**src/rtl/mog_pkg.sv**
```systemverilog
`timescale 1ns/1ps
package mog_pkg;

    typedef enum logic [1:0] {
        K_LOAD    = 2'd0,
        K_STORE   = 2'd1,
        K_ATOMIC  = 2'd2,
        K_BARRIER = 2'd3
    } mog_kind_e;

    typedef enum logic [1:0] {
        T_UNORD = 2'd0,
        T_ACQ   = 2'd1,
        T_REL   = 2'd2,
        T_FENCE = 2'd3
    } mog_tag_e;

    typedef enum logic {
        SLOT_IDLE = 1'b0,
        SLOT_WAIT = 1'b1
    } slot_st_e;

    // Legal kind/tag pairings.
    function automatic logic mog_legal(input logic [1:0] k, input logic [1:0] t);
        logic ok;
        unique case (k)
            K_LOAD:    ok = (t == T_UNORD) || (t == T_ACQ);
            K_STORE:   ok = (t == T_UNORD) || (t == T_REL);
            K_ATOMIC:  ok = (t == T_ACQ)   || (t == T_REL);
            default:   ok = (t == T_FENCE);
        endcase
        return ok;
    endfunction

    // Holds back later orderable operations.
    function automatic logic mog_acq_like(input logic [1:0] t);
        return (t == T_ACQ) || (t == T_FENCE);
    endfunction

    // Waits for earlier orderable operations.
    function automatic logic mog_rel_like(input logic [1:0] t);
        return (t == T_REL) || (t == T_FENCE);
    endfunction

endpackage

```
**src/rtl/mog_slot.sv**
```systemverilog
`timescale 1ns/1ps
module mog_slot
    import mog_pkg::*;
(
    input  logic clk,
    input  logic rst_n,
    input  logic alloc,
    input  logic alloc_ord,
    input  logic alloc_acq,
    input  logic seen,
    output logic busy,
    output logic hold_ord,
    output logic hold_acq
);

    slot_st_e state_q, state_d;
    logic     ord_q, acq_q;

    // State register
    always_ff @(posedge clk) begin
        if (!rst_n) begin
            state_q <= SLOT_IDLE;
            ord_q   <= 1'b0;
            acq_q   <= 1'b0;
        end else begin
            state_q <= state_d;
            if (alloc) begin
                ord_q <= alloc_ord;
                acq_q <= alloc_acq;
            end
        end
    end

    // Transitions: ALLOC (idle->wait), SEEN (wait->idle)
    always_comb begin
        state_d = state_q;
        unique case (state_q)
            SLOT_IDLE: if (alloc) state_d = SLOT_WAIT;
            SLOT_WAIT: if (seen)  state_d = SLOT_IDLE;
        endcase
    end

    // Outputs
    always_comb begin
        busy     = (state_q == SLOT_WAIT);
        hold_ord = busy && ord_q;
        hold_acq = busy && ord_q && acq_q;
    end

endmodule

```
**src/rtl/mog_gate.sv**
```systemverilog
`timescale 1ns/1ps
module mog_gate
    import mog_pkg::*;
#(
    parameter int ID_W  = 3,
    localparam int DEPTH = 1 << ID_W
) (
    input  logic [1:0]      kind,
    input  logic [1:0]      tag,
    input  logic            ord,
    input  logic [ID_W-1:0] id,
    input  logic [DEPTH-1:0] busy,
    input  logic [DEPTH-1:0] hold_ord,
    input  logic [DEPTH-1:0] hold_acq,
    output logic            legal,
    output logic            open
);

    logic any_acq, any_ord, id_taken;

    always_comb begin
        legal    = mog_legal(kind, tag);
        any_acq  = |hold_acq;
        any_ord  = |hold_ord;
        id_taken = busy[id];
        open     = !id_taken
                && !(ord && any_acq)
                && !(ord && mog_rel_like(tag) && any_ord);
    end

endmodule

```
**src/rtl/mog_issue_gate.sv**
```systemverilog
`timescale 1ns/1ps
module mog_issue_gate
    import mog_pkg::*;
#(
    parameter int ID_W = 3
) (
    input  logic            clk,
    input  logic            rst_n,
    input  logic            in_valid,
    output logic            in_ready,
    input  logic [1:0]      in_kind,
    input  logic [1:0]      in_tag,
    input  logic            in_ord,
    input  logic            in_cach,
    input  logic [ID_W-1:0] in_id,
    output logic            issue_valid,
    input  logic            issue_ready,
    output logic [1:0]      issue_kind,
    output logic [1:0]      issue_tag,
    output logic            issue_ord,
    output logic            issue_cach,
    output logic [ID_W-1:0] issue_id,
    input  logic            vis_valid,
    input  logic [ID_W-1:0] vis_id,
    output logic            tag_err
);

    localparam int DEPTH = 1 << ID_W;

    logic [DEPTH-1:0] busy, hold_ord, hold_acq;
    logic             legal, open, fire, acq_in;

    mog_gate #(.ID_W(ID_W)) u_gate (
        .kind     (in_kind),
        .tag      (in_tag),
        .ord      (in_ord),
        .id       (in_id),
        .busy     (busy),
        .hold_ord (hold_ord),
        .hold_acq (hold_acq),
        .legal    (legal),
        .open     (open)
    );

    always_comb begin
        acq_in      = mog_acq_like(in_tag);
        issue_valid = in_valid && legal && open;
        in_ready    = !legal || (open && issue_ready);
        fire        = issue_valid && issue_ready;
        issue_kind  = in_kind;
        issue_tag   = in_tag;
        issue_ord   = in_ord;
        issue_cach  = in_cach;
        issue_id    = in_id;
    end

    for (genvar i = 0; i < DEPTH; i++) begin : g_slot
        mog_slot u_slot (
            .clk       (clk),
            .rst_n     (rst_n),
            .alloc     (fire && (in_id == ID_W'(i))),
            .alloc_ord (in_ord),
            .alloc_acq (acq_in),
            .seen      (vis_valid && (vis_id == ID_W'(i))),
            .busy      (busy[i]),
            .hold_ord  (hold_ord[i]),
            .hold_acq  (hold_acq[i])
        );
    end

    // One-cycle pulse for a dropped illegal pairing
    always_ff @(posedge clk) begin
        if (!rst_n) tag_err <= 1'b0;
        else        tag_err <= in_valid && !legal;
    end

endmodule

```
**config.mk**
```make
export PLATFORM = sky130hd
export DESIGN_NAME = mog_issue_gate
export DESIGN_NICKNAME = d
export VERILOG_FILES = /design/src/rtl/mog_pkg.sv /design/src/rtl/mog_slot.sv /design/src/rtl/mog_gate.sv /design/src/rtl/mog_issue_gate.sv
export SDC_FILE = /design/constraint.sdc
export NUM_CORES = 1
export LEC_CHECK = 0
export BUFFER_PORTS_ARGS = -buffer_cell sky130_fd_sc_hd__buf_4
export CORE_MARGIN = 2
export CORE_UTILIZATION = 53
export CTS_CLUSTER_SIZE = 14
export DETAILED_ROUTE_END_ITERATION = 12
export PLACE_DENSITY = 0.78
export SLEW_MARGIN = 20
export SYNTH_ARGS = -nofsm -noshare
export SYNTH_HDL_FRONTEND = slang
export SYNTH_HIERARCHICAL = 1
export SYNTH_SLANG_ARGS = --single-unit
```
**constraint.sdc**
```tcl
create_clock -name clk -period 3.7 [get_ports clk]
set_clock_uncertainty 0.05 [all_clocks]
set_input_delay 0.555 -clock clk [delete_from_list [all_inputs] [get_ports clk]]
set_output_delay 0.555 -clock clk [all_outputs]
set_load 0.02 [all_outputs]
```
== Word-level counts from Yosys, hierarchy flattened ==
Index checks and enable logic that the tools add are counted.
Cells by class
  multiplexer cells: 27
  reductions and logical operators: 58
  equal/unequal tests: 19
  order comparisons: 1
  bitwise logic cells: 8
Operators by type and width (number)
  1-bit logical AND: 42
  3-bit equality test, second input constant: 8
  1-bit two-way mux: 17
  1-bit case mux with 2 select lines: 8
  8-bit OR reduction: 2
  3-bit by 2-bit equality test with 1-bit output, second input constant: 4
  1-bit inverter: 8
  2-bit equality test, second input constant: 3
  3-bit by 1-bit equality test with 1-bit output, second input constant: 2
  3-bit logical NOT: 2
  1-bit logical OR: 6
  2-bit by 1-bit equality test with 1-bit output, second input constant: 2
  1-bit logical NOT: 4
  2-bit logical NOT: 2
  3-bit by 4-bit < comparator with 1-bit output, second input constant: 1
  1-bit binary-select mux with 3-bit select: 1
  1-bit case mux with 3 select lines: 1
Storage, ports and cells
  input bits: 17
  word-level logic and storage cells: 138
  output and inout bits: 12
  register bits after elaboration: 25

== Logic depth before layout (Yosys ltp) ==
Gate-level depths: netlist of run 1.
  word-level depth: 12
  mapped depth: 8
  depth with buffers taken out: 8

== Modules after synthesis ==
The synthesis of run 1 kept the hierarchy.
Modules (own cells, without submodules)
  mog_slot: times used 8, cells each 11, seq. area each 60.1 µm², area each 118.9 µm²
  mog_issue_gate: times used 1, cells each 41, seq. area each 20.0 µm², area each 274.0 µm²
  mog_gate: times used 1, cells each 15, seq. area each 0.0 µm², area each 148.9 µm²

== Least setup slack after synthesis of run 1 ==
No wires, ideal clock.
  path kind: input -> register
  from: in in_id[0]
  to: reg g_slot[1].u_slot.acq_q
  buffers on the path: 0
  path slack: 0.939 ns
  stages: 7
  data required time: 3.534 ns
  setup time: 0.116 ns
  arrival time: 2.595 ns
  cells stage by stage: mux4_1 > mux2_2 > a211oi_2 > nand4_4 > nor4b_1 > mux2i_1 > nor2b_1
Between the ends
  cells in the longest elaborated chain, start to end: 8
  elaborated cells between the ends (all ways): 9
  classes of those cells: eq/ne: 1; mux: 2; reduce/logical: 6
Ends and longest elaborated chain
  start: declaration: line mog_issue_gate.sv:15  | input logic [ID_W-1:0] in_id,
  1-bit binary-select mux with 3-bit select: line mog_gate.sv:25  | id_taken = busy[id];
  1-bit two-way mux (not written as such): line mog_gate.sv:25
  1-bit logical NOT: line mog_gate.sv:26  | open = !id_taken
  1-bit logical AND: line mog_gate.sv:27  | && !(ord && any_acq)
  1-bit logical AND: line mog_gate.sv:28  | && !(ord && mog_rel_like(tag) && any_ord);
  named net open: line mog_issue_gate.sv:31  | logic legal, open, fire, acq_in;
  1-bit logical AND: line mog_issue_gate.sv:47  | issue_valid = in_valid && legal && open;
  1-bit logical AND: line mog_issue_gate.sv:49  | fire = issue_valid && issue_ready;
  1-bit logical AND: line mog_issue_gate.sv:61  | .alloc (fire && (in_id == ID_W'(i))),
  end signal: assignment: line mog_slot.sv:29  | acq_q <= alloc_acq;
  end: declaration: line mog_slot.sv:17  | logic ord_q, acq_q;
The timed path passes the listed nets, and every way through them passes these cells. The select of a mux whose other input is x is not followed.
A chain may end at the register's enable or synchronous reset.

== Final worst setup path of run 1 ==
Ends and elaborated chain as after synthesis.

==> results of run 1 <==
==> per-layer routing <==
metal / vias up / part of all wire [%]
li1: 546 / -
met1: 563 / 45
met2: 31 / 48
met3: 4 / 6.2
met4: 0 / 1.3
met5: - / 0
==> cell type report <==
cell class | count | share of cell area (%)
clock buffer | 4 | 1.675
multi-input combinational | 109 | 51.12
sequential | 25 | 31.90
tap | 30 | 2.392
timing repair buffer | 27 | 12.92
==> critical path, cell delays in order <==
cell,delay [ps]
buf_4,160
mux4_1,580
mux2_2,300
a211oi_2,300
nand4_4,190
nor4b_1,720
mux2i_1,290
nor2b_1,60
==> through the flow <==
stage          cell area [µm²]  total power, mW
2_1_floorplan             1374           0.3210
3_3_place_gp              1543           0.3523
3_5_place_dp              1543           0.3535
4_1_cts                   1569           0.4714
5_1_grt                   1569           0.4894
6_report                  1569           0.4702
==> final timing paths <==
kind,start,endpoint,slack (ps),cells past startpoint
worst max-delay path,in_id[0],g_slot[1].u_slot/acq_q,720,8
worst min-delay path,in_valid,tag_err,440,3
worst max register to register,g_slot[1].u_slot/busy,g_slot[1].u_slot/acq_q,780,7
worst min register to register,g_slot[5].u_slot/acq_q,g_slot[5].u_slot/acq_q,480,2
==> sequential cells by signal (all words and copies together) (netlist names) <==
signal and cells:
g_slot.u_slot/ord_q 8, tag_err 1, g_slot.u_slot/acq_q 8, g_slot.u_slot/busy 8
==> cells in the mapped netlist (all sizes together) <==
cell type / n / area share, %
nand4: 1 / 1.5
dfxtp: 25 / 36
nor2b: 16 / 7.3
o211a: 8 / 5.8
nor4: 5 / 2.3
nor4b: 3 / 2.4
a21oi: 1 / 0.36
a32o: 1 / 0.73
nand3: 1 / 0.36
nand2b: 4 / 1.8
and4bb: 1 / 0.91
mux2: 1 / 0.82
nand2: 16 / 4.4
buf: 9 / 4.9
nor2: 9 / 2.5
mux4: 2 / 3.8
mux2i: 17 / 12
clkbuf: 1 / 0.27
a211oi: 1 / 0.91
nand3b: 1 / 0.55
xnor2: 1 / 0.64
and3: 9 / 4.2
nor3: 3 / 1.1
and2: 8 / 3.6
==> power groups by stage <==
| stage | logic (mW) | registers, mW | clock network, mW |
|---|---|---|---|
| global route | 0.0790 | 0.275 | 0.135 |
| detailed placement | 0.0731 | 0.280 | 0 |
| finish | 0.0734 | 0.275 | 0.122 |
| CTS | 0.0732 | 0.274 | 0.124 |
| global placement | 0.0720 | 0.280 | 0 |
| floorplan | 0.0404 | 0.281 | 0 |
==> cells by family (layout without fill, tap and decap cells) <==
family | after synthesis | in the layout | synth area share, %
muxes | 20 | 20 | 17.03
DFF | 25 | 25 | 36.43
AOI/OAI and AO/OA | 11 | 11 | 7.832
and+or+nand+nor | 77 | 77 | 32.88
buffers and inverters | 10 | 31 | 5.191
xor gates and xnor gates | 1 | 1 | 0.6376
==> reports/metrics.cfg, run 1 <==
[run_status]
status=complete, no violations

[timing]
setup-tns-final_ps=0
holdWs_ps=435.4
slew_headroom_pct=45.10
hold_viol=0
fmaxAchievable_mhz=335.5
period_needed_ps=2981
tightest_slew_ps=812.1
fin_ws_ps=719.2
rsz0062_at_grt=no
setup-violations-final=0
timing.final.crit_share_pct=80.56
drv_slew=0

[clock_tree]
cts_tree=yes
post-cts-setup-buffers=0
htree_levels=1
cts_hold_buf=0
cts_buffer_depth=2
clkTransAtPathRegs_ps=140
cts_made_buffers=3
clock-sinks=25
clkLatencyLatePin_ps=320
ctsResizeCount=0
cts_root_buffer=clkbuf_4

[place]
hpwlAfterDp_um=2228
globalplace.congestion=0.8613
dp_slack_ps=447.4
dp.cells=191
port-buffer-count=26

[power_and_ir_drop]
power.density_nw_per_um2=299.7
swShare_pct=26.00
power.share.clock_pct=26.0
p_leak_nw=0.6622
power.switching_mw=0.1223
p_int_mw=0.3480
seqPwrFrac_pct=58.4
power.share.combinational_pct=15.6
ir_drop_v=0.0002283

[layout]
utilization_pct=63.33
drive_gt1_share_pct=21.82
multi_input_area_um2=802.0
stdcell_count=195
finalNetCount=183
synthToLayoutAreaGrowth_pct=14.21
seqCellArea_um2=500.5
n_antenna_cell=0
final_common_cell=buf_4
fillCellCount=226
layout_common_cells=buf_4, dfxtp_1, mux2i_1

[grt]
grt_pass1_wl_um=4554
antenna_found_initial=0
overflow=0
use_met2_pct=38.10
grt_usage_pct=21.79
busiest_layer=met2
use_met1_pct=27.03
grt_pass1_vias=995
met3_usage_pct=2.419
grt_max_degree=26

[drt]
route.detailed.drc=0
drtIter0Drc=38
first_pass_iters=4
vias=1144
antenna_left=0
wl_per_cell_um=15.48
vias_per_cell=5.867
drt-total-wl_um=3018

[synth]
postSynthCellCount=144
ys_ff_latch=25
syn_nets=161
synth_area_um2=1374
yosysUniqueCellTypes=26
ys_seq_area_share_pct=36.43
yosysWarnings=6
avgSynthCellArea_um2=9.540

[setup_path]
critical_path_class=in2reg
required_ps=3880
crit_arrival_ps=3160
cp-end-kind=register
crit_fanout=11
cp-start-kind=input port

[worst_hold_path]
hold_path.class=in2reg

[die]
core_region_area_um2=2477
die_h_um=54.91
initial_utilization_pct=55.45
die_w_um=54.91
io_pins=29
die-area_um2=3015
rows=18

[job]
drv_cap=0

(Power assumes the default switching activity.)
==> run 2, diff against run 1 <==
--- a/config.mk
+++ b/config.mk
@@ -7,10 +7,10 @@
 export LEC_CHECK = 0
 export BUFFER_PORTS_ARGS = -buffer_cell sky130_fd_sc_hd__buf_4
 export CORE_MARGIN = 2
-export CORE_UTILIZATION = 53
+export CORE_UTILIZATION = 48
 export CTS_CLUSTER_SIZE = 14
 export DETAILED_ROUTE_END_ITERATION = 12
-export PLACE_DENSITY = 0.78
+export PLACE_DENSITY = 0.74
 export SLEW_MARGIN = 20
 export SYNTH_ARGS = -nofsm -noshare
 export SYNTH_HDL_FRONTEND = slang
==> constraint.sdc (replaced) <==
create_clock -name clk -period 2.49 [get_ports clk]
set_clock_uncertainty 0.05 [all_clocks]
set_input_delay 0.3735 -clock clk [delete_from_list [all_inputs] [get_ports clk]]
set_output_delay 0.3735 -clock clk [all_outputs]
set_load 0.02 [all_outputs]
==> reports/metrics.cfg, run 2 (synthesis gave the netlist of run 1 again) <==
[clock_tree]
clock-sinks=25  ; unchanged
htree_levels=1  ; unchanged
cts_root_buffer=clkbuf_4
clkTransAtPathRegs_ps=140  ; about the same
cts_made_buffers=3  ; unchanged
cts_tree=yes
cts_buffer_depth=2  ; unchanged
clkLatencyLatePin_ps=330  ; about the same

[layout]
final_common_cell=buf_4
synthToLayoutAreaGrowth_pct=27.50
n_antenna_cell=0  ; unchanged
drive_gt1_share_pct=36.87  ; +15 points
layout_common_cells=buf_4, dfxtp_1, mux2i_1
finalNetCount=197  ; +7.7%
design_area_um2=1752  ; +12%

[drt]
drtIter0Drc=48  ; +26%
first_pass_iters=4  ; unchanged
wl_per_cell_um=17.13  ; +11%
vias_per_cell=5.714  ; -2.6%
route.detailed.drc=0  ; unchanged
vias=1200  ; +4.9%
drt-total-wl_um=3598  ; +19%
antenna_left=0  ; unchanged

[place]
hpwlAfterDp_um=2423  ; +8.7%
dpl_cell_area_um2=1612  ; +4.5%
globalplace.congestion=0.8102  ; -5.9%
port-buffer-count=26  ; unchanged

[timing]
fin_ws_ps=-76.57  ; -795.8 ps
hold_viol=0  ; unchanged
timing.final.crit_share_pct=103.1
setup-violations-final=6  ; +6
fmaxAchievable_mhz=389.6
drv_slew=0  ; unchanged
tightest_slew_ps=354.0  ; -458.0 ps
period_needed_ps=2567
slew_headroom_pct=76.20  ; +31 points
rsz0062_at_grt=yes
holdWs_ps=229.6  ; -205.8 ps

[grt]
use_met2_pct=37.99  ; -0.11 points
grt_max_degree=26  ; unchanged
grt_usage_pct=22.36  ; +0.57 points
overflow=0  ; unchanged
met3_usage_pct=2.721  ; +0.30 points
grt_pass1_wl_um=5499  ; +21%
busiest_layer=met2
use_met1_pct=26.60  ; -0.43 points
grt_pass1_vias=1157  ; +16%
antenna_found_initial=0  ; unchanged

[setup_path]
crit_arrival_ps=2750  ; -410 ps
worstReg2RegStart=g_slot[1].u_slot/busy
critical_path_class=reg2reg
endpoint=g_slot[1].u_slot/acq_q
r2r-end=g_slot[1].u_slot/acq_q
worstSetupStartpoint=g_slot[1].u_slot/busy
reg2regPathDepth=10  ; +3
required_ps=2680  ; -1200 ps
r2r_slack_ps=-80  ; -860 ps
cp-start-kind=register
cp-end-kind=register
crit_fanout=8  ; -3

[worst_hold_path]
hold_path.class=in2reg

[power_and_ir_drop]
p_int_mw=0.5228  ; +50%
power.share.combinational_pct=17.3  ; +1.7 points
swShare_pct=26.96  ; +0.96 points
power.switching_mw=0.1930  ; +58%
p_leak_nw=0.7435  ; +12%
seqPwrFrac_pct=56.8  ; -1.6 points
power.density_nw_per_um2=408.7  ; +36%
power.share.clock_pct=26.0  ; about the same
ir_drop_v=0.0003005  ; +32%

[die]
rows=19  ; +1
io_pins=29  ; unchanged
die_w_um=57.50  ; +4.7%
die-area_um2=3306  ; +9.7%
initial_utilization_pct=50.25  ; -5.2 points
die_h_um=57.50  ; +4.7%
core_region_area_um2=2734  ; +10%

[run_status]
violations=negative setup slack
status=complete, but fails checks

[job]
drv_cap=0  ; unchanged

## run 2: cell count changes in the layout (fill, tap and decap cells not counted), sizes merged
cell / before / now
buf: 27 / 41
## run 2: per-stage QoR
| stage | util [%] | total power [mW] | setup WS [ps] | TNS (ps) | cells |
|---|---|---|---|---|---|
| final | 64.07 | 0.7159 | -76.57 | -189.6 | 210 |
| after global routing | 64.07 | 0.7447 | -160.5 | -1220 | 210 |
| after CTS | 62.38 | 0.7151 | -41.39 | -50.57 | 208 |
| after detailed placement | 58.95 | 0.5293 | -207.5 | -1466 | 201 |
| after global placement | 58.95 | 0.5268 | -194.7 | -953.1 | 201 |
| after floorplan | - | 0.4769 | -89.28 | -357.1 | 144 |
## run 2: worst min-delay path by stage
stage	startpoint	end	slack, ps	cells after the start
after detailed placement	g_slot[5].u_slot/acq_q	g_slot[5].u_slot/acq_q	440	2
after CTS	in_valid	tag_err	230	3
after global placement	g_slot[1].u_slot/acq_q	g_slot[1].u_slot/acq_q	440	2
final	in_valid	tag_err	230	3
after global routing	in_valid	tag_err	230	3
after floorplan	g_slot[0].u_slot/acq_q	g_slot[0].u_slot/acq_q	420	2
## run 2: per-layer routing
layer / vias to the layer above / share of wire (%)
met1: 574 / 41
met5: - / 0
met4: 0 / 3.9
li1: 573 / -
met2: 40 / 50
met3: 13 / 4.5
## run 2: cell type report
| cell class | instances | area (µm²) |
|---|---|---|
| well taps | 31 | 38.79 |
| fillers | 227 | 982.2 |
| flip-flops and latches | 25 | 513.0 |
| clock buffers | 4 | 26.28 |
| multi-input cells | 109 | 858.3 |
| repair buffers | 41 | 315.3 |
## run 2: power groups by stage
stage                     Combinational [mW]  Clock [mW]  Sequential (mW)
after floorplan                       0.0601           0            0.417
after global placement                 0.110           0            0.417
after detailed placement               0.112           0            0.417
after CTS                              0.119       0.189            0.407
after global routing                   0.132       0.206            0.407
final                                  0.124       0.186            0.406
## run 2: timing repair
item | 4_1_cts | 5_1_grt
gates resized for setup | 16 | 7
pin swaps | 3 | 5
hold buffers | 0 | 0
setup buffers | 3 | 2
endpoints found under the setup margin | 5 | 19
## run 2: worst max-delay path, cell delays in order (launching register included)
cell and delay, ps:
dfxtp_2 360, and3_1 210, nor4_2 360, nand2_1 170, a211oi_4 270, buf_4 150
nand4_4 170, nor4b_2 310, buf_4 160, mux2i_1 210, nor2b_1 60
==> run 3, diff against run 2 <==
--- a/config.mk
+++ b/config.mk
@@ -5,12 +5,12 @@
 export SDC_FILE = /design/constraint.sdc
 export NUM_CORES = 1
 export LEC_CHECK = 0
+export ABC_AREA = 1
 export BUFFER_PORTS_ARGS = -buffer_cell sky130_fd_sc_hd__buf_4
 export CORE_MARGIN = 2
-export CORE_UTILIZATION = 48
+export CORE_UTILIZATION = 30
 export CTS_CLUSTER_SIZE = 14
 export DETAILED_ROUTE_END_ITERATION = 12
-export PLACE_DENSITY = 0.74
 export SLEW_MARGIN = 20
 export SYNTH_ARGS = -nofsm -noshare
 export SYNTH_HDL_FRONTEND = slang
==> reports/metrics.cfg, run 3 <==
[synth]
synthFlopType=dfxtp_1
synth_top_family_by_area=simple AND/OR/NAND/NOR gates
ys_seq_area_share_pct=34.39  ; -2.0 points
synthSimpleGateAreaFrac_pct=47.98  ; +15 points
synth_common_cells=nand2_1, nor2_1, inv_1, dfxtp_1, buf_4
ys_ff_latch=25  ; unchanged
yosys-top-cells-area=dfxtp_1, nand2_1, nor2_1
yosys.area.top_type=dfxtp_1
synth-edff-count=0  ; unchanged
synth_mux_area_share_pct=0  ; -17 points
syn_nets=280  ; +74%
postSynthCellCount=263  ; +83%
synthArstFlopShare_pct=0  ; unchanged
yosysUniqueCellTypes=12  ; -54%
avgSynthCellArea_um2=5.533  ; -42%
synth_top_area_share_pct=34.39  ; -2.0 points
yosysWarnings=6  ; unchanged
synth_area_um2=1455  ; +5.9%
synthAdderAreaFrac_pct=0  ; unchanged
yosys.area_share.xor_xnor_pct=0  ; -0.64 points
synth-compound-area-share_pct=1.634  ; -6.2 points

[clock_tree]
clkTransAtPathRegs_ps=90  ; -50 ps
post-cts-setup-buffers=0  ; -3
ctsResizeCount=0  ; -16
cts_tree=yes
clkLatencyLatePin_ps=270  ; -60 ps
htree_levels=1  ; unchanged
cts_made_buffers=3  ; unchanged
cts_hold_buf=0  ; unchanged
cts_root_buffer=clkbuf_8
clock-sinks=25  ; unchanged
cts_buffer_depth=2  ; unchanged

[setup_path]
crit_fanout=4  ; -4
cp-start-kind=register
path_buf_inv=2  ; unchanged
crit_top_cell=nor2_1
crit_family=simple AND/OR/NAND/NOR gates
cp_slowest_cell=dfxtp_1
cp_cell_sequence=nand2_1 -> nor2_1 -> nor2_1 -> nand2_1 -> o21ai_2 -> nand3_1 -> nor2_1 -> inv_1 -> nor2_1 -> buf_4
r2r_slack_ps=460  ; +540 ps
required_ps=2070  ; -610 ps
r2r-end=g_slot[1].u_slot/ord_q
critPathMaxStageDelay_ps=360  ; about the same
cp-end-kind=output pin
reg2regPathDepth=14  ; +4
critical_path_class=reg2out
worstReg2RegStart=g_slot[3].u_slot/busy
crit_arrival_ps=1660  ; -1090 ps

[grt]
overflow=0  ; unchanged
grt_max_degree=26  ; unchanged
grt_usage_pct=13.92  ; -8.4 points
grt_pass1_wl_um=5754  ; +4.6%
antenna_found_initial=0  ; unchanged
grt_pass1_vias=1257  ; +8.6%

[job]
drv_cap=0  ; unchanged

[timing]
hold_viol=0  ; unchanged
slew_headroom_pct=73.27  ; -2.9 points
period_needed_ps=2085  ; -481.4 ps
tightest_slew_ps=399.4  ; +45.41 ps
setup-violations-final=0  ; -6
setup-tns-final_ps=0  ; +189.6 ps
rsz0062_at_grt=no
holdWs_ps=283.9  ; +54.30 ps
fmaxAchievable_mhz=479.6  ; +23%
timing.final.crit_share_pct=83.74  ; -19 points
drv_slew=0  ; unchanged
fin_ws_ps=404.8  ; +481.4 ps

[worst_hold_path]
hold_path.class=in2reg
min_to=tag_err
worstHoldStart=in_valid
hold-path-cell-count=3  ; unchanged

[drt]
drt-total-wl_um=3422  ; -4.9%
antenna_left=0  ; unchanged
vias=1450  ; +21%
wl_per_cell_um=10.15  ; -41%
vias_per_cell=4.303  ; -25%
first_pass_iters=5  ; +1
drtIter0Drc=98  ; +100%
route.detailed.drc=0  ; unchanged

[die]
die_h_um=73.65  ; +28%
rows=25  ; +6
io_pins=29  ; unchanged
die_w_um=73.65  ; +28%
die-area_um2=5424  ; +64%
initial_utilization_pct=31.01  ; -19 points
core_region_area_um2=4692  ; +72%

[place]
hpwlAfterDp_um=2610  ; +7.7%
port-buffer-count=26  ; unchanged
dp_slack_ps=419.9  ; +627.4 ps
globalplace.congestion=0.8302  ; +2.5%

[power_and_ir_drop]
ir_drop_v=0.0001695  ; -44%
power.density_nw_per_um2=456.2  ; +12%
p_leak_nw=0.8765  ; +18%

[layout]
synthToLayoutAreaGrowth_pct=16.25
finalNetCount=301  ; +53%
drive_gt1_share_pct=12.37  ; -25 points
n_antenna_cell=0  ; unchanged
fillCellCount=537  ; +140%
layout_common_cells=nor2_1, nand2_1, inv_1

[run_status]
status=complete, no violations

run 3: power by group:
group	switching (mW)	total (mW)	internal [mW]	leakage, nW
Combinational	0.0723	0.120	0.0473	0.652
Clock	0.130	0.245	0.115	0.0228
Sequential	0.00301	0.407	0.404	0.202
run 3: how the worst max path moves through the flow:
stage / start / to / slack, ps / cells after the start
after CTS: g_slot[1].u_slot/busy / issue_valid / 430 / 10
final: g_slot[3].u_slot/busy / issue_valid / 400 / 10
after global routing: g_slot[1].u_slot/busy / g_slot[6].u_slot/acq_q / 190 / 14
after global placement: in_tag[0] / g_slot[1].u_slot/acq_q / 430 / 11
after floorplan: g_slot[7].u_slot/busy / g_slot[0].u_slot/acq_q / 820 / 14
after detailed placement: in_tag[0] / g_slot[3].u_slot/acq_q / 420 / 11
run 3: logic make-up after synthesis:
group	Yosys count
AO/OA/AOI/OAI	4
buffers and inverters	53
flip-flops	25
AND/OR/NAND/NOR	181
run 3: per-layer routing:
layer / GRT usage (%) / up-vias / share of wire [%] / routed length (µm)
li1: - / 788 / - / -
met1: 19.47 / 611 / 50 / 1695
met2: 20.83 / 45 / 42 / 1437
met3: 2.195 / 6 / 6.5 / 224
met4: 6.465 / 0 / 1.9 / 65
met5: 0 / - / 0 / 0
run 3: layout make-up:
cell class                 instances  area, µm²  share of cell area (%)
sequential                        25      500.5                   29.59
clock buffer                       4      45.04                   2.663
inverter                          43      161.4                   9.541
multi-input combinational        185      721.9                   42.68
timing repair buffer              26      195.2                   11.54
tap                               54      67.56                   3.994
run 3: worst min-delay path, stage by stage:
cell and delay (ps):
buf_4 90, nand2_1 40, nor2_1 70
run 3: through the flow:
stage | power [mW] | area (µm²) | utilization [%] | cells
3_3_place_gp | 0.5365 | 1647 | 35.09 | 333
5_1_grt | 0.8148 | 1692 | 36.05 | 337
4_1_cts | 0.7819 | 1692 | 36.05 | 337
2_1_floorplan | 0.4890 | 1455 | - | 263
6_report | 0.7718 | 1692 | 36.05 | 337
3_5_place_dp | 0.5369 | 1647 | 35.09 | 333
